`src/rtl/psch_pkg.sv`:
```
// Shared constants and types for the periodic interrupt-transfer scheduler.
// Assumes a 4-bit completion code as reported by the transaction engine.
package psch_pkg;
    localparam int CC_W = 4;

    localparam logic [CC_W-1:0] CC_ACK    = 4'h0;
    localparam logic [CC_W-1:0] CC_STALL  = 4'h4;
    localparam logic [CC_W-1:0] CC_NORESP = 4'h5;
    localparam logic [CC_W-1:0] CC_NAK    = 4'hE;
    localparam logic [CC_W-1:0] CC_UNUSED = 4'hF;

    typedef enum logic {
        ISS_IDLE = 1'b0,
        ISS_WAIT = 1'b1
    } iss_state_t;
endpackage

```
`src/rtl/psch_frame_clock.sv`:
```
// Frame number register for the scheduler.
// Advances by one on each frame_tick and wraps at 2^FRAME_W.
// Also exposes the value the counter is about to take, so that due
// decisions can be made for the frame being entered.
module psch_frame_clock #(
    parameter int FRAME_W = 11
) (
    input  logic               clk,
    input  logic               rst_n,
    input  logic               frame_tick,
    output logic [FRAME_W-1:0] frame_now,
    output logic [FRAME_W-1:0] frame_next
);
    logic [FRAME_W-1:0] frame_q;

    // Next frame value, used for due evaluation at the tick
    always_comb frame_next = frame_q + FRAME_W'(1);

    // Frame counter register
    always_ff @(posedge clk) begin
        if (!rst_n)          frame_q <= '0;
        else if (frame_tick) frame_q <= frame_next;
    end

    assign frame_now = frame_q;

    AST_FRAME_STEP: assert property (@(posedge clk) disable iff (!rst_n)
        frame_tick |=> frame_q == $past(frame_q) + FRAME_W'(1));
    AST_FRAME_HOLD: assert property (@(posedge clk) disable iff (!rst_n)
        !frame_tick |=> $stable(frame_q));
endmodule

```
`src/rtl/psch_slot_table.sv`:
```
// Descriptor storage: armed flag, polling byte and completion code per slot.
// Computes, for every slot, whether it is due in the frame being entered.
// Assumes grant_slot / cpl_slot are valid whenever grant / cpl_take are high.
// A cfg write to a slot takes precedence over disarming it on the same cycle.
module psch_slot_table
    import psch_pkg::*;
#(
    parameter int NUM_SLOTS = 8,
    parameter int EXP_W     = 3,
    parameter int PHASE_W   = 5,
    parameter int FRAME_W   = 11,
    localparam int SLOT_W   = $clog2(NUM_SLOTS),
    localparam int POLL_W   = EXP_W + PHASE_W
) (
    input  logic                      clk,
    input  logic                      rst_n,
    input  logic                      cfg_we,
    input  logic [SLOT_W-1:0]         cfg_slot,
    input  logic [POLL_W-1:0]         cfg_poll,
    input  logic [FRAME_W-1:0]        frame_next,
    input  logic                      grant,
    input  logic [SLOT_W-1:0]         grant_slot,
    input  logic                      cpl_take,
    input  logic [SLOT_W-1:0]         cpl_slot,
    input  logic [CC_W-1:0]           cpl_code,
    output logic [NUM_SLOTS-1:0]      active_vec,
    output logic [NUM_SLOTS-1:0]      due_vec,
    output logic [NUM_SLOTS*CC_W-1:0] codes_flat
);
    logic [NUM_SLOTS-1:0] active_q;
    logic [POLL_W-1:0]    poll_q [NUM_SLOTS];
    logic [CC_W-1:0]      code_q [NUM_SLOTS];

    // Per-slot descriptor update: arm on write, disarm on grant, code on completion
    always_ff @(posedge clk) begin
        if (!rst_n) begin
            active_q <= '0;
            for (int i = 0; i < NUM_SLOTS; i++) begin
                poll_q[i] <= '0;
                code_q[i] <= CC_UNUSED;
            end
        end else begin
            for (int i = 0; i < NUM_SLOTS; i++) begin
                if (cfg_we && cfg_slot == SLOT_W'(i)) begin
                    active_q[i] <= 1'b1;
                    poll_q[i]   <= cfg_poll;
                end else if (grant && grant_slot == SLOT_W'(i)) begin
                    active_q[i] <= 1'b0;
                end
                if (cpl_take && cpl_slot == SLOT_W'(i))
                    code_q[i] <= cpl_code;
            end
        end
    end

    // Due comparator per slot: low N bits of (frame - phase) must be zero
    for (genvar g = 0; g < NUM_SLOTS; g++) begin : g_slot
        logic [EXP_W-1:0]   expo;
        logic [PHASE_W-1:0] phase;
        logic [FRAME_W-1:0] delta;
        logic [FRAME_W-1:0] lowmask;

        assign expo    = poll_q[g][POLL_W-1 -: EXP_W];
        assign phase   = poll_q[g][PHASE_W-1:0];
        assign delta   = frame_next - FRAME_W'(phase);
        assign lowmask = (FRAME_W'(1) << expo) - FRAME_W'(1);
        assign due_vec[g] = active_q[g] && ((delta & lowmask) == '0);
        assign codes_flat[g*CC_W +: CC_W] = code_q[g];
    end

    assign active_vec = active_q;

    AST_ISSUE_ARMED: assert property (@(posedge clk) disable iff (!rst_n)
        grant |-> active_q[grant_slot]);
    AST_DISARM_ON_GRANT: assert property (@(posedge clk) disable iff (!rst_n)
        (grant && !(cfg_we && cfg_slot == grant_slot)) |=> !active_q[$past(grant_slot)]);
    AST_CODE_WRITEBACK: assert property (@(posedge clk) disable iff (!rst_n)
        cpl_take |=> code_q[$past(cpl_slot)] == $past(cpl_code));
endmodule

```
`src/rtl/psch_issuer.sv`:
```
// Issue sequencer: holds the pending set for the current frame and hands
// slots to the transaction engine lowest-first, one outstanding at a time.
// At a tick the pending set is replaced, so unserved slots are dropped.
// A slot accepted on the tick cycle is removed from the new pending set.
module psch_issuer
    import psch_pkg::*;
#(
    parameter int NUM_SLOTS = 8,
    localparam int SLOT_W   = $clog2(NUM_SLOTS)
) (
    input  logic                 clk,
    input  logic                 rst_n,
    input  logic                 frame_tick,
    input  logic [NUM_SLOTS-1:0] due_vec,
    output logic                 req_valid,
    output logic [SLOT_W-1:0]    req_slot,
    input  logic                 req_ready,
    input  logic                 cpl_valid,
    output logic                 grant,
    output logic                 cpl_take,
    output logic [SLOT_W-1:0]    cur_slot
);
    iss_state_t           state_q;
    logic [NUM_SLOTS-1:0] pending_q;
    logic [NUM_SLOTS-1:0] grant_mask;
    logic [SLOT_W-1:0]    pick_slot;
    logic [SLOT_W-1:0]    cur_q;

    // Lowest-index pending slot
    always_comb begin
        pick_slot = '0;
        for (int i = NUM_SLOTS - 1; i >= 0; i--)
            if (pending_q[i]) pick_slot = SLOT_W'(i);
    end

    // Handshake and completion qualifiers
    always_comb begin
        req_valid  = (state_q == ISS_IDLE) && (pending_q != '0);
        req_slot   = pick_slot;
        grant      = req_valid && req_ready;
        grant_mask = grant ? (NUM_SLOTS'(1) << pick_slot) : '0;
        cpl_take   = (state_q == ISS_WAIT) && cpl_valid;
    end

    // Pending set: reload at tick, shrink on each grant
    always_ff @(posedge clk) begin
        if (!rst_n)          pending_q <= '0;
        else if (frame_tick) pending_q <= due_vec & ~grant_mask;
        else                 pending_q <= pending_q & ~grant_mask;
    end

    // Outstanding-transaction state and its slot
    always_ff @(posedge clk) begin
        if (!rst_n) begin
            state_q <= ISS_IDLE;
            cur_q   <= '0;
        end else begin
            case (state_q)
                ISS_IDLE: if (grant) begin
                    state_q <= ISS_WAIT;
                    cur_q   <= pick_slot;
                end
                ISS_WAIT: if (cpl_valid) state_q <= ISS_IDLE;
                default:  state_q <= ISS_IDLE;
            endcase
        end
    end

    assign cur_slot = cur_q;

    AST_REQ_HELD: assert property (@(posedge clk) disable iff (!rst_n)
        (req_valid && !req_ready && !frame_tick) |=> (req_valid && $stable(req_slot)));
    AST_ONE_OUTSTANDING: assert property (@(posedge clk) disable iff (!rst_n)
        grant |=> !req_valid);
    AST_ASCENDING: assert property (@(posedge clk) disable iff (!rst_n)
        (cpl_take && !frame_tick && $past(!frame_tick)) |=> (!req_valid || req_slot > cur_q));
endmodule

```
`src/rtl/psch_irq_gate.sv`:
```
// Interrupt gate and done bitmap.
// Raises irq on a non-NAK completion, at most once per frame; the tick
// reopens the gate. irq_clr drops irq and clears the done bitmap; a
// completion on the same cycle wins over the clear.
module psch_irq_gate
    import psch_pkg::*;
#(
    parameter int NUM_SLOTS = 8,
    localparam int SLOT_W   = $clog2(NUM_SLOTS)
) (
    input  logic                 clk,
    input  logic                 rst_n,
    input  logic                 frame_tick,
    input  logic                 cpl_take,
    input  logic [SLOT_W-1:0]    cpl_slot,
    input  logic [CC_W-1:0]      cpl_code,
    input  logic                 irq_clr,
    output logic                 irq,
    output logic [NUM_SLOTS-1:0] done_map
);
    logic                 irq_q;
    logic                 fired_q;
    logic                 fired_open;
    logic                 fire;
    logic [NUM_SLOTS-1:0] done_q;

    // Gate is reopened by the tick; fire on the first worthy outcome
    always_comb begin
        fired_open = frame_tick ? 1'b0 : fired_q;
        fire       = cpl_take && (cpl_code != CC_NAK) && !fired_open;
    end

    // Interrupt request and per-frame fired flag
    always_ff @(posedge clk) begin
        if (!rst_n) begin
            irq_q   <= 1'b0;
            fired_q <= 1'b0;
        end else begin
            fired_q <= fired_open | fire;
            if (fire)         irq_q <= 1'b1;
            else if (irq_clr) irq_q <= 1'b0;
        end
    end

    // Done bitmap: cleared by CPU, set by completions
    always_ff @(posedge clk) begin
        if (!rst_n) done_q <= '0;
        else        done_q <= (irq_clr ? '0 : done_q) |
                              (cpl_take ? (NUM_SLOTS'(1) << cpl_slot) : '0);
    end

    assign irq      = irq_q;
    assign done_map = done_q;

    AST_IRQ_ONCE_PER_FRAME: assert property (@(posedge clk) disable iff (!rst_n)
        (fired_q && !frame_tick) |=> !$rose(irq_q));
    AST_IRQ_CAUSE: assert property (@(posedge clk) disable iff (!rst_n)
        $rose(irq_q) |-> $past(cpl_take && cpl_code != CC_NAK));
    AST_NAK_QUIET: assert property (@(posedge clk) disable iff (!rst_n)
        (cpl_take && cpl_code == CC_NAK && !irq_q) |=> !irq_q);
    AST_IRQ_STICKY: assert property (@(posedge clk) disable iff (!rst_n)
        (irq_q && !irq_clr) |=> irq_q);
endmodule

```
`src/rtl/periodic_poll_sched.sv`:
```
// Periodic interrupt-transfer scheduler, top level.
// Connects the frame clock, descriptor table, issue sequencer and
// interrupt gate. Assumes frame_tick is a one-cycle pulse and that the
// engine returns exactly one completion per accepted request.
module periodic_poll_sched
    import psch_pkg::*;
#(
    parameter int NUM_SLOTS = 8,
    parameter int EXP_W     = 3,
    parameter int PHASE_W   = 5,
    parameter int FRAME_W   = 11,
    localparam int SLOT_W   = $clog2(NUM_SLOTS),
    localparam int POLL_W   = EXP_W + PHASE_W
) (
    input  logic                      clk,
    input  logic                      rst_n,
    input  logic                      frame_tick,
    input  logic                      cfg_we,
    input  logic [SLOT_W-1:0]         cfg_slot,
    input  logic [POLL_W-1:0]         cfg_poll,
    output logic [FRAME_W-1:0]        frame_num,
    output logic [NUM_SLOTS-1:0]      slot_active,
    output logic [NUM_SLOTS*CC_W-1:0] slot_codes,
    output logic [NUM_SLOTS-1:0]      done_map,
    output logic                      req_valid,
    output logic [SLOT_W-1:0]         req_slot,
    input  logic                      req_ready,
    input  logic                      cpl_valid,
    input  logic [CC_W-1:0]           cpl_code,
    output logic                      irq,
    input  logic                      irq_clr
);
    logic [FRAME_W-1:0]   frame_next;
    logic [NUM_SLOTS-1:0] due_vec;
    logic                 grant;
    logic                 cpl_take;
    logic [SLOT_W-1:0]    cur_slot;

    psch_frame_clock #(.FRAME_W(FRAME_W)) u_clock (
        .clk        (clk),
        .rst_n      (rst_n),
        .frame_tick (frame_tick),
        .frame_now  (frame_num),
        .frame_next (frame_next)
    );

    psch_slot_table #(
        .NUM_SLOTS (NUM_SLOTS),
        .EXP_W     (EXP_W),
        .PHASE_W   (PHASE_W),
        .FRAME_W   (FRAME_W)
    ) u_table (
        .clk        (clk),
        .rst_n      (rst_n),
        .cfg_we     (cfg_we),
        .cfg_slot   (cfg_slot),
        .cfg_poll   (cfg_poll),
        .frame_next (frame_next),
        .grant      (grant),
        .grant_slot (req_slot),
        .cpl_take   (cpl_take),
        .cpl_slot   (cur_slot),
        .cpl_code   (cpl_code),
        .active_vec (slot_active),
        .due_vec    (due_vec),
        .codes_flat (slot_codes)
    );

    psch_issuer #(.NUM_SLOTS(NUM_SLOTS)) u_issuer (
        .clk        (clk),
        .rst_n      (rst_n),
        .frame_tick (frame_tick),
        .due_vec    (due_vec),
        .req_valid  (req_valid),
        .req_slot   (req_slot),
        .req_ready  (req_ready),
        .cpl_valid  (cpl_valid),
        .grant      (grant),
        .cpl_take   (cpl_take),
        .cur_slot   (cur_slot)
    );

    psch_irq_gate #(.NUM_SLOTS(NUM_SLOTS)) u_irq (
        .clk        (clk),
        .rst_n      (rst_n),
        .frame_tick (frame_tick),
        .cpl_take   (cpl_take),
        .cpl_slot   (cur_slot),
        .cpl_code   (cpl_code),
        .irq_clr    (irq_clr),
        .irq        (irq),
        .done_map   (done_map)
    );

    AST_NO_STRAY_REQ_AFTER_RESET: assert property (@(posedge clk)
        !rst_n |=> !req_valid && !irq);
endmodule

```
`config.mk`:
```
export PLATFORM = sky130hd
export DESIGN_NAME = periodic_poll_sched
export DESIGN_NICKNAME = d
export VERILOG_FILES = /design/src/rtl/psch_pkg.sv /design/src/rtl/psch_frame_clock.sv /design/src/rtl/psch_slot_table.sv /design/src/rtl/psch_issuer.sv /design/src/rtl/psch_irq_gate.sv /design/src/rtl/periodic_poll_sched.sv
export SDC_FILE = /design/constraint.sdc
export NUM_CORES = 1
export LEC_CHECK = 0
export ABC_AREA = 0
export CAP_MARGIN = 20
export CORE_UTILIZATION = 58
export CTS_CLUSTER_SIZE = 8
export DETAILED_ROUTE_END_ITERATION = 8
export DONT_BUFFER_PORTS = 1
export GPL_TIMING_DRIVEN = 0
export PLACE_DENSITY = 0.79
export SLEW_MARGIN = 0
export SYNTH_ARGS = -nofsm -noshare
export SYNTH_HDL_FRONTEND = slang
export SYNTH_SLANG_ARGS = --single-unit
```
`constraint.sdc`:
```
create_clock -name clk -period 3.1 [get_ports clk]
set_input_delay 0.62 -clock clk [delete_from_list [all_inputs] [get_ports clk]]
set_output_delay 0.62 -clock clk [all_outputs]
set_load 0.005 [all_outputs]
```
==> Yosys cells after proc, flatten, opt, wreduce, memory -nomap -nowiden <==
Memory sizes are Yosys's and may differ from the RTL's.
Index checks and enable logic that the tools add are counted.
{ "totals": {"input_bits": 22, "wordCells": 255, "out_inout_bits": 64, "mem_count": 2, "ramBits": 96, "reg_bits": 41, "romBits": 0, "latch_bits": 0} }
{ "mem_list": {"columns": ["name", "depth", "word_bits", "rd", "rd_clocked_by_memory_dff", "write_ports", "line", "text"], "rows": [
  ["u_table.poll_q", 8, 8, 8, 0, 8, "psch_slot_table.sv:31", "logic [POLL_W-1:0] poll_q [NUM_SLOTS];"],
  ["u_table.code_q", 8, 4, 8, 0, 8, "psch_slot_table.sv:32", "logic [CC_W-1:0] code_q [NUM_SLOTS];"]
]} }
{ "op_classes": {"n_shift": 10, "reduce_logical": 60, "mux": 99, "div_mod_pow": 0, "order_cmp": 0, "mul": 0, "n_bitwise": 30, "addsub": 17, "n_eq_ne": 22} }
{ "op_table": {"columns": ["cell", "count"], "rows": [
  ["$mux W8", 12],
  ["$and A11 B11 Y11", 8],
  ["$logic_not A11 Y1", 8],
  ["$shl A1 B3 Y11 const A", 8],
  ["$sub A11 B2 Y11 const B", 8],
  ["$sub A11 B5 Y11", 8],
  ["$mux W1", 70],
  ["$logic_and A1 B1 Y1", 37],
  ["$eq A3 B3 Y1 const B", 12],
  ["$mux W4", 8],
  ["$mux W3", 8],
  ["$eq A3 B2 Y1 const B", 6],
  ["$reduce_bool A2 Y1", 9],
  ["$or A1 B1 Y1", 17],
  ["$and A8 B8 Y8", 2],
  ["$shl A1 B3 Y8 const A", 2],
  ["$add A11 B1 Y11 const B", 1],
  ["$eq A3 B1 Y1 const B", 3],
  ["$logic_not A3 Y1", 3],
  ["$not A8 Y8", 1],
  ["$or A8 B8 Y8", 1],
  ["$reduce_bool A8 Y1", 1],
  ["$ne A4 B4 Y1 const B", 1],
  ["$pmux W1 S2", 1],
  ["other kinds (3)", 3]
]} }

==> Logic depth before layout (Yosys ltp) <==
Gate-level depths: netlist (run 1).
{ "depth": {"word_depth": 13, "mapped_depth": 12, "ltp_nobuf": 11} }

==> Modules after synthesis <==
Synthesis (run 1) repeated with hierarchy kept, for this count alone.
{ "unflattened": {"hier_cells": 892, "hier_area_um2": 8637.0} }
{ "modules_own_cells": {"columns": ["module", "area_each_um2", "cells_each", "instances", "seq_area_each_um2"], "rows": [
  ["psch_slot_table", 6899.1, 705, 1, 3042.9],
  ["psch_issuer", 655.6, 68, 1, 240.2],
  ["psch_frame_clock", 638.1, 78, 1, 220.2],
  ["psch_irq_gate", 444.2, 41, 1, 200.2]
]} }

==> Least setup slack after synthesis (run 1) <==
Ideal clock, no wire load.
{ "synth_path": {"path_kind": "reg-to-reg", "start": "register u_clock.frame_q[0] (netlist: u_clock.frame_now[0])", "end": "register u_issuer.pending_q[5]", "path_buffers": 0, "path_slack_ps": -19, "period_less_slack_ps": 3119, "path_stages_with_launch": 11, "t_required_ps": 3012, "setup_time_ps": 88, "arrival_ps": 3031, "path_cell_list": "dfxtp_1 -> nand3_1 -> xnor2_1 -> ha_1 -> a21oi_1 -> nand2_1 -> a2111oi_4 -> nand2b_1 -> mux2_1 -> a211o_1 -> o32ai_2"} }
{ "synth_between": {"elab_chain_cells": 7} }
{ "synth_lines": {"columns": ["item", "line", "text"], "rows": [
  ["start, declared", "psch_frame_clock.sv:14", "logic [FRAME_W-1:0] frame_q;"],
  ["start signal, assigned", "psch_frame_clock.sv:22", "else if (frame_tick) frame_q <= frame_next;"],
  ["$add A11 B1 Y11", "psch_frame_clock.sv:17", "always_comb frame_next = frame_q + FRAME_W'(1);"],
  ["net frame_next[3]", "periodic_poll_sched.sv:33", "logic [FRAME_W-1:0] frame_next;"],
  ["$sub A11 B5 Y11", "psch_slot_table.sv:65", "assign delta = frame_next - FRAME_W'(phase);"],
  ["$and A11 B11 Y11", "psch_slot_table.sv:67", "assign due_vec[g] = active_q[g] && ((delta & lowmask) == '0);"],
  ["$logic_not A11 Y1", "psch_slot_table.sv:67", null],
  ["$logic_and A1 B1 Y1", "psch_slot_table.sv:67", null],
  ["$and A8 B8 Y8", "psch_issuer.sv:48", "else if (frame_tick) pending_q <= due_vec & ~grant_mask;"],
  ["$mux W8", "psch_issuer.sv:48", null],
  ["end signal, assigned", "psch_issuer.sv:48", null],
  ["end signal, assigned", "psch_issuer.sv:49", "else pending_q <= pending_q & ~grant_mask;"],
  ["end, declared", "psch_issuer.sv:24", "logic [NUM_SLOTS-1:0] pending_q;"]
]} }
The timed path passes the listed nets, and every way through them passes these cells.
A chain may end at the register's enable or synchronous reset.

==> Worst setup path in the final report (run 1) <==
{ "layout_path": {"start": "register u_clock.frame_q[0] (netlist: u_clock.frame_now[0])", "end": "register u_issuer.pending_q[4]"} }
The elaborated chain is that of the path after synthesis.

==> qor_table.md, run 1 <==
| Parameter | Reported |
| --- | --- |
| Category of cells accounting for the largest share of critical-path delay | adder cells |
| Floorplan die area | 0.0148 mm^2 |
| Worst reg2reg setup slack | 0.10 ns |
| Count of inserted antenna diode cells | 0 |
| Setup violations, final | 0 |
| Main combinational cell family by area after synthesis | simple AND/OR/NAND/NOR gates |
| Multiplexer area fraction after synthesis | 1.70% |
| Worst clock skew on the final layout | 0.00932 ns |
| Area fraction in compound gates after synthesis | 13.3% |
| Via count of the first global-routing pass | 5,957 |
| Site row count | 43 |
| Number of port buffers | 0 |
| Kind of launch point of the worst setup path | flip-flop |
| Synthesis warning total | 0 |
| Detailed placer's ending HPWL | 14,300 um |
| Wire length of the first global-routing pass | 31,200 um |
| Final std cell area, no fill | 0.00937 mm^2 |
| Die W | 122 um |
| Post-synthesis adder-cell area fraction | 9.29% |
| Transition time at the pin with the least slew margin | 0.894 ns |
| Worst min-delay path endpoint | u_irq.fired_q$_SDFF_PN0_ |
| CP max stage delay | 0.45 ns |
| Master of the slowest instance on the critical path | sky130_fd_sc_hd__fa_1 |
| Status | finished clean |
| Most repeated library cell on the critical path | sky130_fd_sc_hd__buf_4 |
| Hold Crit Start | cpl_valid |
| Average cell area after synthesis | 9.46 um^2 |
| Total global routing overflow | 0 |
| Routability cong. | 0.918 |
| Min cycle time layout | 3.00 ns |
| Maximum fanout along the worst path | 7 |
| Largest area contributor in the netlist | sky130_fd_sc_hd__edfxtp_1 |
| Top post-synthesis cells by area | sky130_fd_sc_hd__edfxtp_1, sky130_fd_sc_hd__dfxtp_1, sky130_fd_sc_hd__ha_1 |
| Total power | 4820 uW |
| Series of cell instances along the critical path | ha_4 > clkinvlp_4 > buf_4 > buf_4 > fa_1 > nand3b_1 > nand2_1 > xor2_1 > a221o_1 > a21oi_1 > o21ai_0 > o21ai_1 |
| Commonest cells post-synth | sky130_fd_sc_hd__nor2_1, sky130_fd_sc_hd__edfxtp_1, sky130_fd_sc_hd__nand2_1, sky130_fd_sc_hd__inv_1, sky130_fd_sc_hd__ha_1 |
| Syn-to-layout area delta | 12.6% |
| ANT nets after route | 0 |
| Most used DFF post-synth | sky130_fd_sc_hd__edfxtp_1 |
| Area share of the largest cell type after synthesis | 34.6% |
| Async set-reset flop share out of synthesis | 0% |
| Arrival time at the worst endpoint | 3.36 ns |
| Largest buffer count on any clock path | 2 |
| Worst r2r dst | u_issuer.pending_q[4]$_SDFF_PN0_ |
| Maximum frequency from static timing analysis | 0.334 GHz |
| Filler cells | 1,041 |
| Final Cycle Share | 96.6% |
| First-pass DRT Iterations | 6 |
| Cell count of the worst reg-to-reg path | 12 |
| Type of destination of the critical path | flip-flop |
| Most instantiated library cell after synthesis | sky130_fd_sc_hd__nor2_1 |
| Number of DRC violations after detailed-routing iteration 0 | 574 |
| MaxCap Viol Count | 0 |
| Final #Nets | 994 |
| Clk root buf | sky130_fd_sc_hd__clkbuf_16 |
| Part of the Yosys area used for sequential elements | 44.5% |
| Clock buffers created by TritonCTS | 17 |
| Sum Neg Setup Slack | 0 ns |
| Post-Synthesis Cells | 880 |
| Core Area | 0.0139 mm^2 |
| Mean routed wirelength per cell | 19.1 um |
| Number of remaining DRC errors | 0 |
| Y dimension of the die | 122 um |
| Worst relative slew slack | 39.9% |
| VDD IR-drop max | 0.000659 V |
| Number of register bits inferred by synthesis | 137 |
| Leakage power summed over all cells | 0.00356 uW |
| Netlist cell types | 73 |
| Number of max-slew violations in the final report | 0 |
| Type of the worst setup path | reg -> reg |
| Worst-Skew Late Latency | 0.43 ns |
| Cell depth of the worst min-delay path | 2 |
| Total power divided by cell area | 514 mW/mm^2 |
| Reg-to-reg startpoint | u_clock.frame_now[0]$_SDFFE_PN0P_ |
| Count of flip-flops with a built-in enable after synthesis | 96 |
| Total number of vias | 6,614 |
| Overall track demand over capacity in global routing | 28.5% |
| Area of the mapped netlist | 0.00833 mm^2 |
| TritonCTS clock tree | yes |
| Area share of xor/xnor cells in the synthesized design | 5.36% |
| Net Count, Synth | 959 |
| Maximum number of pins on one net before global-route repair | 17 |
| Fraction of final layout cells with drive strength greater than 1 | 9.27% |
| Routed vias/inst | 5.97 |
| Number of hold violations in the final report | 0 |
| Min-delay worst type | in -> reg |
| Top-level I/O count | 86 |
| Final Routed Wirelength | 21,100 um |
| Clock-pin slew reported for the worst setup and hold paths after clock tree synthesis | 0.07 ns |
| Initial standard-cell utilization of the core | 59.8% |
| Simple-gate portion of the synthesized area | 21.3% |
| Final core area utilization | 67.3% |
| Required time of the critical path | 3.46 ns |
| CTS HTree Levels | 4 |
| Total number of clock tree sinks | 137 |
| Initial antenna violation count | 0 |
| Hold_ws | 0.357 ns |
| Worst path bufs/invs | 3 |
| Post-DP Area | 0.00857 mm^2 |
-- worst register-to-register path, delay by kind of cell, from the launching register on --
kind | cells | cell delay, ns
flops | 1 | 0.42
fa+ha+maj | 2 | 0.84
compound gates | 4 | 0.74
buf+inv | 3 | 0.51
simple gates | 2 | 0.33
xor+xnor | 1 | 0.11
-- cells in the final DEF, fill, tap and decap left out, types with 11 or more instances in the layout --
cell                          n
sky130_fd_sc_hd__a21oi_1     46
sky130_fd_sc_hd__nor3_1      19
sky130_fd_sc_hd__o21ai_0     41
sky130_fd_sc_hd__xor2_1      25
sky130_fd_sc_hd__nand2_1     94
sky130_fd_sc_hd__ha_1        48
sky130_fd_sc_hd__nand3b_1    11
sky130_fd_sc_hd__inv_1       63
sky130_fd_sc_hd__dfxtp_1     39
sky130_fd_sc_hd__edfxtp_1    96
sky130_fd_sc_hd__xnor2_1     23
sky130_fd_sc_hd__clkbuf_16   17
sky130_fd_sc_hd__mux2i_1     13
sky130_fd_sc_hd__nor2_1     112
sky130_fd_sc_hd__o211ai_1    13
sky130_fd_sc_hd__nand3_1     17
sky130_fd_sc_hd__buf_4       14
sky130_fd_sc_hd__nand2b_1    20
sky130_fd_sc_hd__clkbuf_1    27
sky130_fd_sc_hd__nor2b_1     21
sky130_fd_sc_hd__nor3b_1     12
-- power breakdown --
group	internal, uW	switching [uW]
logic	324	470
registers	2040	68.8
clock network	1050	865
-- state kept, by name, indices dropped and copies added (netlist names) --
name / cells
u_table.code_q: 32
u_irq.fired_q: 1
u_table.poll_q: 64
u_issuer.state_q: 1
u_issuer.pending_q: 8
u_issuer.cur_slot: 3
u_table.active_vec: 8
u_clock.frame_now: 11
u_irq.done_map: 8
u_irq.irq: 1
-- how the worst max path moves through the flow --
stage | from | to | slack, ns | cells past startpoint
finish | u_clock.frame_now[0]$_SDFFE_PN0P_ | u_issuer.pending_q[4]$_SDFF_PN0_ | 0.10 | 12
global route | u_clock.frame_now[2]$_SDFFE_PN0P_ | u_issuer.pending_q[4]$_SDFF_PN0_ | -0.08 | 12
CTS | u_clock.frame_now[0]$_SDFFE_PN0P_ | u_issuer.pending_q[5]$_SDFF_PN0_ | 0.03 | 11
detailed placement | u_clock.frame_now[0]$_SDFFE_PN0P_ | u_issuer.pending_q[2]$_SDFF_PN0_ | -1.12 | 10
global placement | u_clock.frame_now[0]$_SDFFE_PN0P_ | u_issuer.pending_q[2]$_SDFF_PN0_ | -1.08 | 10
floorplan | u_clock.frame_now[0]$_SDFFE_PN0P_ | u_issuer.pending_q[5]$_SDFF_PN0_ | 0.006 | 10
-- area by class of cell --
class	count	area (um^2)	area share [%]
repair buffers	16	145	1.55
well taps	180	225	2.40
clock inverters	15	131	1.40
clock buffers	17	425	4.54
plain buffers	33	145	1.55
flip-flops and latches	137	3710	39.6
multi-input cells	645	4340	46.3
inverters	65	248	2.64
-- repair_timing --
| action | CTS | global route |
|---|---|---|
| buffers inserted | 9 | 7 |
| pin swaps | 1 | 4 |
| endpoints found under the setup margin | 8 | 8 |
| hold buffers | 0 | 0 |
| resized for setup | 9 | 8 |
-- metrics by stage --
stage | setup slack (ns) | instances
CTS | 0.0279 | 1101
finish | 0.104 | 1108
global route | -0.0836 | 1108
detailed placement | -1.12 | 1060
floorplan | 0.00573 | 880
global placement | -1.08 | 1060
-- cell families (layout without fill, tap and decap cells) --
logic type                 Yosys count  count (layout)
xor gates and xnor gates            51              51
and+or+nand+nor                    357             357
buffers and inverters               98             146
AOI/OAI and AO/OA                  166             166
muxes                               14              14
DFF                                137             137
adders and majority gates           57              57
-- per-layer routing --
layer | part of all wire (%) | track usage (%)
met1 | 40 | 35.7
met2 | 48 | 46.5
met3 | 9.1 | 8.10
met4 | 2.4 | 11.2
met5 | 0 | 0
Note: power is estimated with default switching activity, not from simulation.
==> inputs of run 2 (changes only) <==
--- a/config.mk
+++ b/config.mk
@@ -12,8 +12,10 @@
 export DETAILED_ROUTE_END_ITERATION = 8
 export DONT_BUFFER_PORTS = 1
 export GPL_TIMING_DRIVEN = 0
-export PLACE_DENSITY = 0.79
+export PLACE_DENSITY = 0.76
 export SLEW_MARGIN = 0
 export SYNTH_ARGS = -nofsm -noshare
 export SYNTH_HDL_FRONTEND = slang
+export SYNTH_HIERARCHICAL = 1
 export SYNTH_SLANG_ARGS = --single-unit
+export TNS_END_PERCENT = 1
==> run 2 against run 1 <==
Wire length increased by 3.4%. Via count increased by 3.5%. Final area increased by 6.4%. First-iteration DRC count decreased by 15%. Fmax decreased by 0.72%. Count of clock-buffer cells in the layout increased by 1. Total power increased by 2.6%.
==> qor_table.md, run 2 <==
| Parameter | Reported |
| --- | --- |
| Area of the mapped netlist | 0.00862 mm^2 |
| Commonest cells after routing, fill and taps aside | sky130_fd_sc_hd__nor2_1, sky130_fd_sc_hd__edfxtp_1, sky130_fd_sc_hd__nand2_1 |
| Cell depth of the worst min-delay path | 1 |
| Post-Synthesis Cells | 890 |
| Setup violations, final | 0 |
| Worst clock skew on the final layout | 0.00737 ns |
| Total global routing overflow | 0 |
| Final Cycle Share | 97.3% |
| Synthesis warning total | 6 |
| Routed vias/inst | 6.09 |
| Maximum number of pins on one net before global-route repair | 17 |
| Maximum frequency from static timing analysis | 0.331 GHz |
| Worst relative slew slack | 54.5% |
| Maximum fanout along the worst path | 6 |
| Arrival time at the worst endpoint | 3.35 ns |
| Average cell area after synthesis | 9.69 um^2 |
| Required time of the critical path | 3.43 ns |
| Total number of vias | 6,843 |
| Series of cell instances along the critical path | ha_4 > clkinvlp_4 > buf_6 > buf_4 > fa_1 > nand2b_4 > a21oi_4 > nor3_2 > mux2i_1 > and3_4 > a311oi_4 > mux2i_1 > a211oi_1 |
| Mean routed wirelength per cell | 19.4 um |
| Total power divided by cell area | 496 mW/mm^2 |
| Overall track demand over capacity in global routing | 28.2% |
| Syn-to-layout area delta | 15.6% |
| Critical path origin | u_clock/frame_now[0]$_SDFFE_PN0P_ |
| Type of the worst setup path | reg -> reg |
| Kind of launch point of the worst setup path | flip-flop |
| Top-level I/O count | 86 |
| Type of destination of the critical path | flip-flop |
| Most repeated library cell on the critical path | sky130_fd_sc_hd__mux2i_1 |
| Cell count of the worst reg-to-reg path | 13 |
| Number of remaining DRC errors | 0 |
| Min cycle time layout | 3.02 ns |
| Worst path bufs/invs | 3 |
| Number of buffers added to fix hold violations after cts | 0 |
| Fraction of final layout cells with drive strength greater than 1 | 16.0% |
| Final #Nets | 1,006 |
| CTS HTree Levels | 4 |
| Number of DRC violations after detailed-routing iteration 0 | 490 |
| VDD IR-drop max | 0.000408 V |
| Min-delay worst type | in -> reg |
| Site row count | 44 |
| Initial standard-cell utilization of the core | 59.3% |
| Detailed placer's ending HPWL | 14,200 um |
| Number of cells on the critical path | 13 |
| Final Routed Wirelength | 21,900 um |
| Initial antenna violation count | 0 |
| Floorplan die area | 0.0154 mm^2 |
| MaxCap Viol Count | 0 |
| Y dimension of the die | 124 um |
| Clock buffers created by TritonCTS | 17 |
| Hold_ws | 0.338 ns |
| Leakage power summed over all cells | 0.00368 uW |
| TritonCTS clock tree | yes |
| Clock-pin slew reported for the worst setup and hold paths after clock tree synthesis | 0.06 ns |
| Total number of clock tree sinks | 137 |
| Reg-to-reg startpoint | u_clock/frame_now[0]$_SDFFE_PN0P_ |
| Final core area utilization | 68.6% |
| Via count of the first global-routing pass | 6,088 |
| Transition time at the pin with the least slew margin | 0.682 ns |
| ANT nets after route | 0 |
| Clk root buf | sky130_fd_sc_hd__clkbuf_16 |
| Master of the slowest instance on the critical path | sky130_fd_sc_hd__fa_1 |
| Most common library cell in the layout ignoring fill and taps | sky130_fd_sc_hd__nor2_1 |
| Category of cells accounting for the largest share of critical-path delay | adder cells |
| CP max stage delay | 0.45 ns |
| Die W | 124 um |
| Count of inserted antenna diode cells | 0 |
| Number of flip-flops in the largest register | 64 |
| Worst-Skew Late Latency | 0.42 ns |
| Register name with the most flops | u_table/poll_q |
| Net Count, Synth | 969 |
| Status | finished clean |
| Number of port buffers | 0 |
| Number of hold violations in the final report | 0 |
| First-pass DRT Iterations | 5 |
| Number of max-slew violations in the final report | 0 |
| Core Area | 0.0145 mm^2 |
| Largest buffer count on any clock path | 2 |
| Wire length of the first global-routing pass | 31,800 um |
| Filler cells | 1,069 |
| Routability cong. | 0.822 |
| Hold Crit Start | rst_n |
run 2: changes by cell type in the layout (fill, tap and decap cells not counted), moves of 8 or more:
cell / before / now
sky130_fd_sc_hd__nand2_1: 94 / 70
sky130_fd_sc_hd__a21oi_1: 46 / 28
sky130_fd_sc_hd__nor2_1: 112 / 125
sky130_fd_sc_hd__a21boi_0: 0 / 12
sky130_fd_sc_hd__clkbuf_1: 27 / 16
sky130_fd_sc_hd__mux2i_1: 13 / 24
sky130_fd_sc_hd__nand3b_1: 11 / 1
sky130_fd_sc_hd__a21oi_2: 0 / 9
sky130_fd_sc_hd__inv_1: 63 / 55
sky130_fd_sc_hd__nor3_2: 3 / 11
run 2: path summary, 6_finish.rpt:
path	slack (ns)	to
worst max register to register	0.08	u_issuer/pending_q[6]$_SDFF_PN0_
worst min register to register	0.50	u_irq/done_map[7]$_SDFF_PN0_
worst min-delay path	0.34	u_issuer/cur_slot[2]$_SDFFE_PN0P_
worst max-delay path	0.08	u_issuer/pending_q[6]$_SDFF_PN0_
run 2: report_power, final:
group          internal (uW)  switching [uW]
combinational            356             501
clock                   1180             808
sequential              2040            58.3
run 2: what timing repair did:
action | CTS | global route
pin swaps | 8 | 20
setup buffers | 12 | 7
resized for setup | 22 | 55
setup endpoints to repair | 8 | 8
cloned | 0 | 0
run 2: area by class of cell:
| cell class | instances | area (um^2) | share of cell area (%) |
|---|---|---|---|
| clock inverters | 14 | 150 | 1.51 |
| multi-input cells | 661 | 4860 | 48.8 |
| flip-flops and latches | 137 | 3710 | 37.2 |
| repair buffers | 19 | 196 | 1.97 |
| clock buffers | 18 | 429 | 4.30 |
| plain buffers | 30 | 158 | 1.58 |
| well taps | 184 | 230 | 2.31 |
| inverters | 61 | 233 | 2.33 |
run 2: metrics by stage:
step / area [um^2] / std cells / worst slack, ns / power [uW] / TNS (ns)
floorplan: 8620 / 890 / 0.0511 / 2700 / 0
global placement: 8850 / 1074 / -0.858 / 2840 / -5.78
detailed placement: 8850 / 1074 / -0.889 / 2860 / -6.12
CTS: 9680 / 1117 / -0.00253 / 4880 / -0.00253
global route: 9970 / 1124 / -0.0350 / 5130 / -0.0992
finish: 9970 / 1124 / 0.0825 / 4950 / 0
run 2: per-layer routing:
metal	part of all wire, %	global-route usage (%)	up-vias	wire, um
li1	-	-	3244	-
met1	41	35.4	3265	9020
met4	3.5	12.1	0	765
met2	48	45.6	272	10400
met5	0	0	-	0
met3	7.7	7.65	62	1690
==> inputs of run 3 (changes only) <==
--- a/config.mk
+++ b/config.mk
@@ -7,6 +7,7 @@
 export LEC_CHECK = 0
 export ABC_AREA = 0
 export CAP_MARGIN = 20
+export CORE_MARGIN = 2
 export CORE_UTILIZATION = 58
 export CTS_CLUSTER_SIZE = 8
 export DETAILED_ROUTE_END_ITERATION = 8
==> run 3 against run 2 <==
Via count down 2.1%. Fmax down 1.6%. Critical endpoint is now u_issuer/pending_q[5]$_SDFF_PN0_. Clock skew up 0.0023 ns. Register-to-register slack worse by 0.05 ns. Hold slack worse by 0.0033 ns. Clock power up 14%. Highest routed layer unchanged. Critical path depth down 1. Wire length down 0.23%. Final area up 0.11%. Setup slack worse by 0.048 ns.
==> qor_table.md, run 3 (synthesized netlist as in run 2, its figures left out) <==
| Parameter | Reported |
| --- | --- |
| Clk root buf | sky130_fd_sc_hd__clkbuf_16 |
| Met2 global-route usage | 45.4% |
| Clock-pin slew reported for the worst setup and hold paths after clock tree synthesis | 0.06 ns |
| Final #Nets | 1,005 |
| Die W | 126 um |
| Final std cell area, no fill | 0.00998 mm^2 |
| Wire length of the first global-routing pass | 33,100 um |
| Commonest cells after routing, fill and taps aside | sky130_fd_sc_hd__nor2_1, sky130_fd_sc_hd__edfxtp_1, sky130_fd_sc_hd__nand2_1 |
| Final Cycle Share | 98.9% |
| Largest buffer count on any clock path | 2 |
| Site row count | 44 |
| MaxCap Viol Count | 0 |
| Most common library cell in the layout ignoring fill and taps | sky130_fd_sc_hd__nor2_1 |
| Total global routing overflow | 0 |
| Placement Setup Slack | -0.915 ns |
| Initial antenna violation count | 0 |
| Cell depth of the worst min-delay path | 1 |
| Post-DP Area | 0.00886 mm^2 |
| Transition time at the pin with the least slew margin | 0.730 ns |
| Worst clock skew on the final layout | 0.00964 ns |
| Final core area utilization | 68.7% |
| Number of buffers added to fix hold violations after cts | 0 |
| Worst relative slew slack | 51.3% |
| Routed vias/inst | 5.97 |
| Status | finished clean |
| CP max stage delay | 0.45 ns |
| Arrival time at the worst endpoint | 3.39 ns |
| Count of inserted antenna diode cells | 0 |
| Number of hold violations in the final report | 0 |
| Cell count of the worst reg-to-reg path | 12 |
| GRT met3 Usage | 6.29% |
| Detailed placer's ending HPWL | 14,400 um |
| Fraction of final layout cells with drive strength greater than 1 | 14.8% |
| Initial standard-cell utilization of the core | 59.3% |
| Final Routed Wirelength | 21,800 um |
| Top-level I/O count | 86 |
| Worst reg2reg setup slack | 0.03 ns |
| Min-delay worst type | in -> reg |
| Overall track demand over capacity in global routing | 27.2% |
| Required time of the critical path | 3.43 ns |
| Floorplan die area | 0.0159 mm^2 |
| Leakage power summed over all cells | 0.00369 uW |
| CTS HTree Levels | 4 |
| Maximum fanout along the worst path | 5 |
| Most heavily used metal layer in global routing | met2 |
| Mean routed wirelength per cell | 19.4 um |
| Number of remaining DRC errors | 0 |
| Hold Crit Start | rst_n |
| Y dimension of the die | 126 um |
| Type of destination of the critical path | flip-flop |
| Number of DRC violations after detailed-routing iteration 0 | 633 |
| Slack of the critical path | 0.0342 ns |
| TritonCTS clock tree | yes |
| Reg-to-reg startpoint | u_clock/frame_now[0]$_SDFFE_PN0P_ |
| Fraction of met1 tracks used by global routing | 34.2% |
| Number of flip-flops in the largest register | 64 |
| Total number of clock tree sinks | 137 |
| Number of port buffers | 0 |
| ANT nets after route | 0 |
| Total number of vias | 6,700 |
| Worst min-delay path endpoint | u_issuer/cur_slot[2]$_SDFFE_PN0P_ |
| Min cycle time layout | 3.07 ns |
| Number of cells in the design after placement | 1,075 |
| Kind of launch point of the worst setup path | flip-flop |
| Type of the worst setup path | reg -> reg |
| Series of cell instances along the critical path | ha_4 > clkinvlp_4 > buf_6 > fa_1 > nand2b_1 > a21oi_1 > xor2_1 > a221oi_2 > o21ai_2 > a311oi_4 > mux2i_1 > a211oi_1 |
| First-pass DRT Iterations | 5 |
| Maximum frequency from static timing analysis | 0.326 GHz |
| Worst-Skew Late Latency | 0.43 ns |
| Master of the slowest instance on the critical path | sky130_fd_sc_hd__fa_1 |
| Setup repair after global routing missed its margin | yes |
| Worst r2r dst | u_issuer/pending_q[5]$_SDFF_PN0_ |
| Final cell count without fillers | 1,123 |
| Setup violations, final | 0 |
| Clock buffers created by TritonCTS | 17 |
| Core Area | 0.0145 mm^2 |
| VDD IR-drop max | 0.000410 V |
| Register name with the most flops | u_table/poll_q |
| Via count of the first global-routing pass | 6,213 |
| Hold_ws | 0.334 ns |
| Syn-to-layout area delta | 15.8% |
| Total power divided by cell area | 521 mW/mm^2 |
| Routability cong. | 0.879 |
| Number of max-slew violations in the final report | 0 |
| Maximum number of pins on one net before global-route repair | 17 |
==> run 3: cell count changes in the layout (fill, tap and decap cells not counted), sizes merged <==
cell / change
clkinvlp: -2
buf: -2
bufinv: +4
clkbuf: +2
inv: -1
clkinv: -2
==> run 3: worst max path at each step <==
stage	cells after the start	slack, ns	to	startpoint
finish	12	0.03	u_issuer/pending_q[5]$_SDFF_PN0_	u_clock/frame_now[0]$_SDFFE_PN0P_
global route	12	-0.06	u_issuer/pending_q[5]$_SDFF_PN0_	u_clock/frame_now[0]$_SDFFE_PN0P_
CTS	12	-0.02	u_issuer/pending_q[3]$_SDFF_PN0_	u_clock/frame_now[0]$_SDFFE_PN0P_
detailed placement	11	-0.91	u_issuer/pending_q[7]$_SDFF_PN0_	u_clock/frame_now[0]$_SDFFE_PN0P_
global placement	13	-0.87	u_issuer/pending_q[7]$_SDFF_PN0_	u_clock/frame_now[2]$_SDFFE_PN0P_
floorplan	11	0.05	u_issuer/pending_q[0]$_SDFF_PN0_	u_clock/frame_now[0]$_SDFFE_PN0P_
==> run 3: layer usage <==
metal	up-vias	wire (um)
met4	0	684
li1	3248	-
met3	54	1520
met1	3185	8790
met2	213	10800
met5	-	0
==> run 3: layout make-up <==
type | count | area, um^2
Multi-Input combinational cell | 661 | 4800
Fill cell | 1067 | 4550
Buffer | 31 | 171
Timing Repair Buffer | 17 | 173
Sequential cell | 137 | 3710
Tap cell | 184 | 230
Clock inverter | 13 | 224
Clock buffer | 19 | 433
Inverter | 61 | 236
==> run 3: timing repair <==
action | 4_1_cts | 5_1_grt
gates resized for setup | 25 | 40
cloned | 0 | 0
pin swaps | 14 | 20
setup buffers | 10 | 6
endpoints found under the setup margin | 8 | 8
==> run 3: power by group <==
group,leakage (uW),internal [uW],switching (uW)
combinational,0.00218,345,491
sequential,0.00120,2040,58.7
clock,0.000309,1500,763
total,0.00369,3890,1310
==> run 3: critical path: cells and delay by family (launching register included) <==
family / cells / cell delay (ns)
buffers and inverters: 2 / 0.26
xor gates and xnor gates: 1 / 0.10
muxes: 1 / 0.14
AOI/OAI and AO/OA: 5 / 1.13
and+or+nand+nor: 1 / 0.18
DFF: 1 / 0.37
adders and majority gates: 2 / 0.77
==> run 3: stage by stage <==
step / setup TNS (ns) / power (uW)
after floorplan: 0 / 2700
after global placement: -5.62 / 2840
after detailed placement: -5.84 / 2860
after CTS: -0.0386 / 5150
after global routing: -0.265 / 5400
final: 0 / 5200
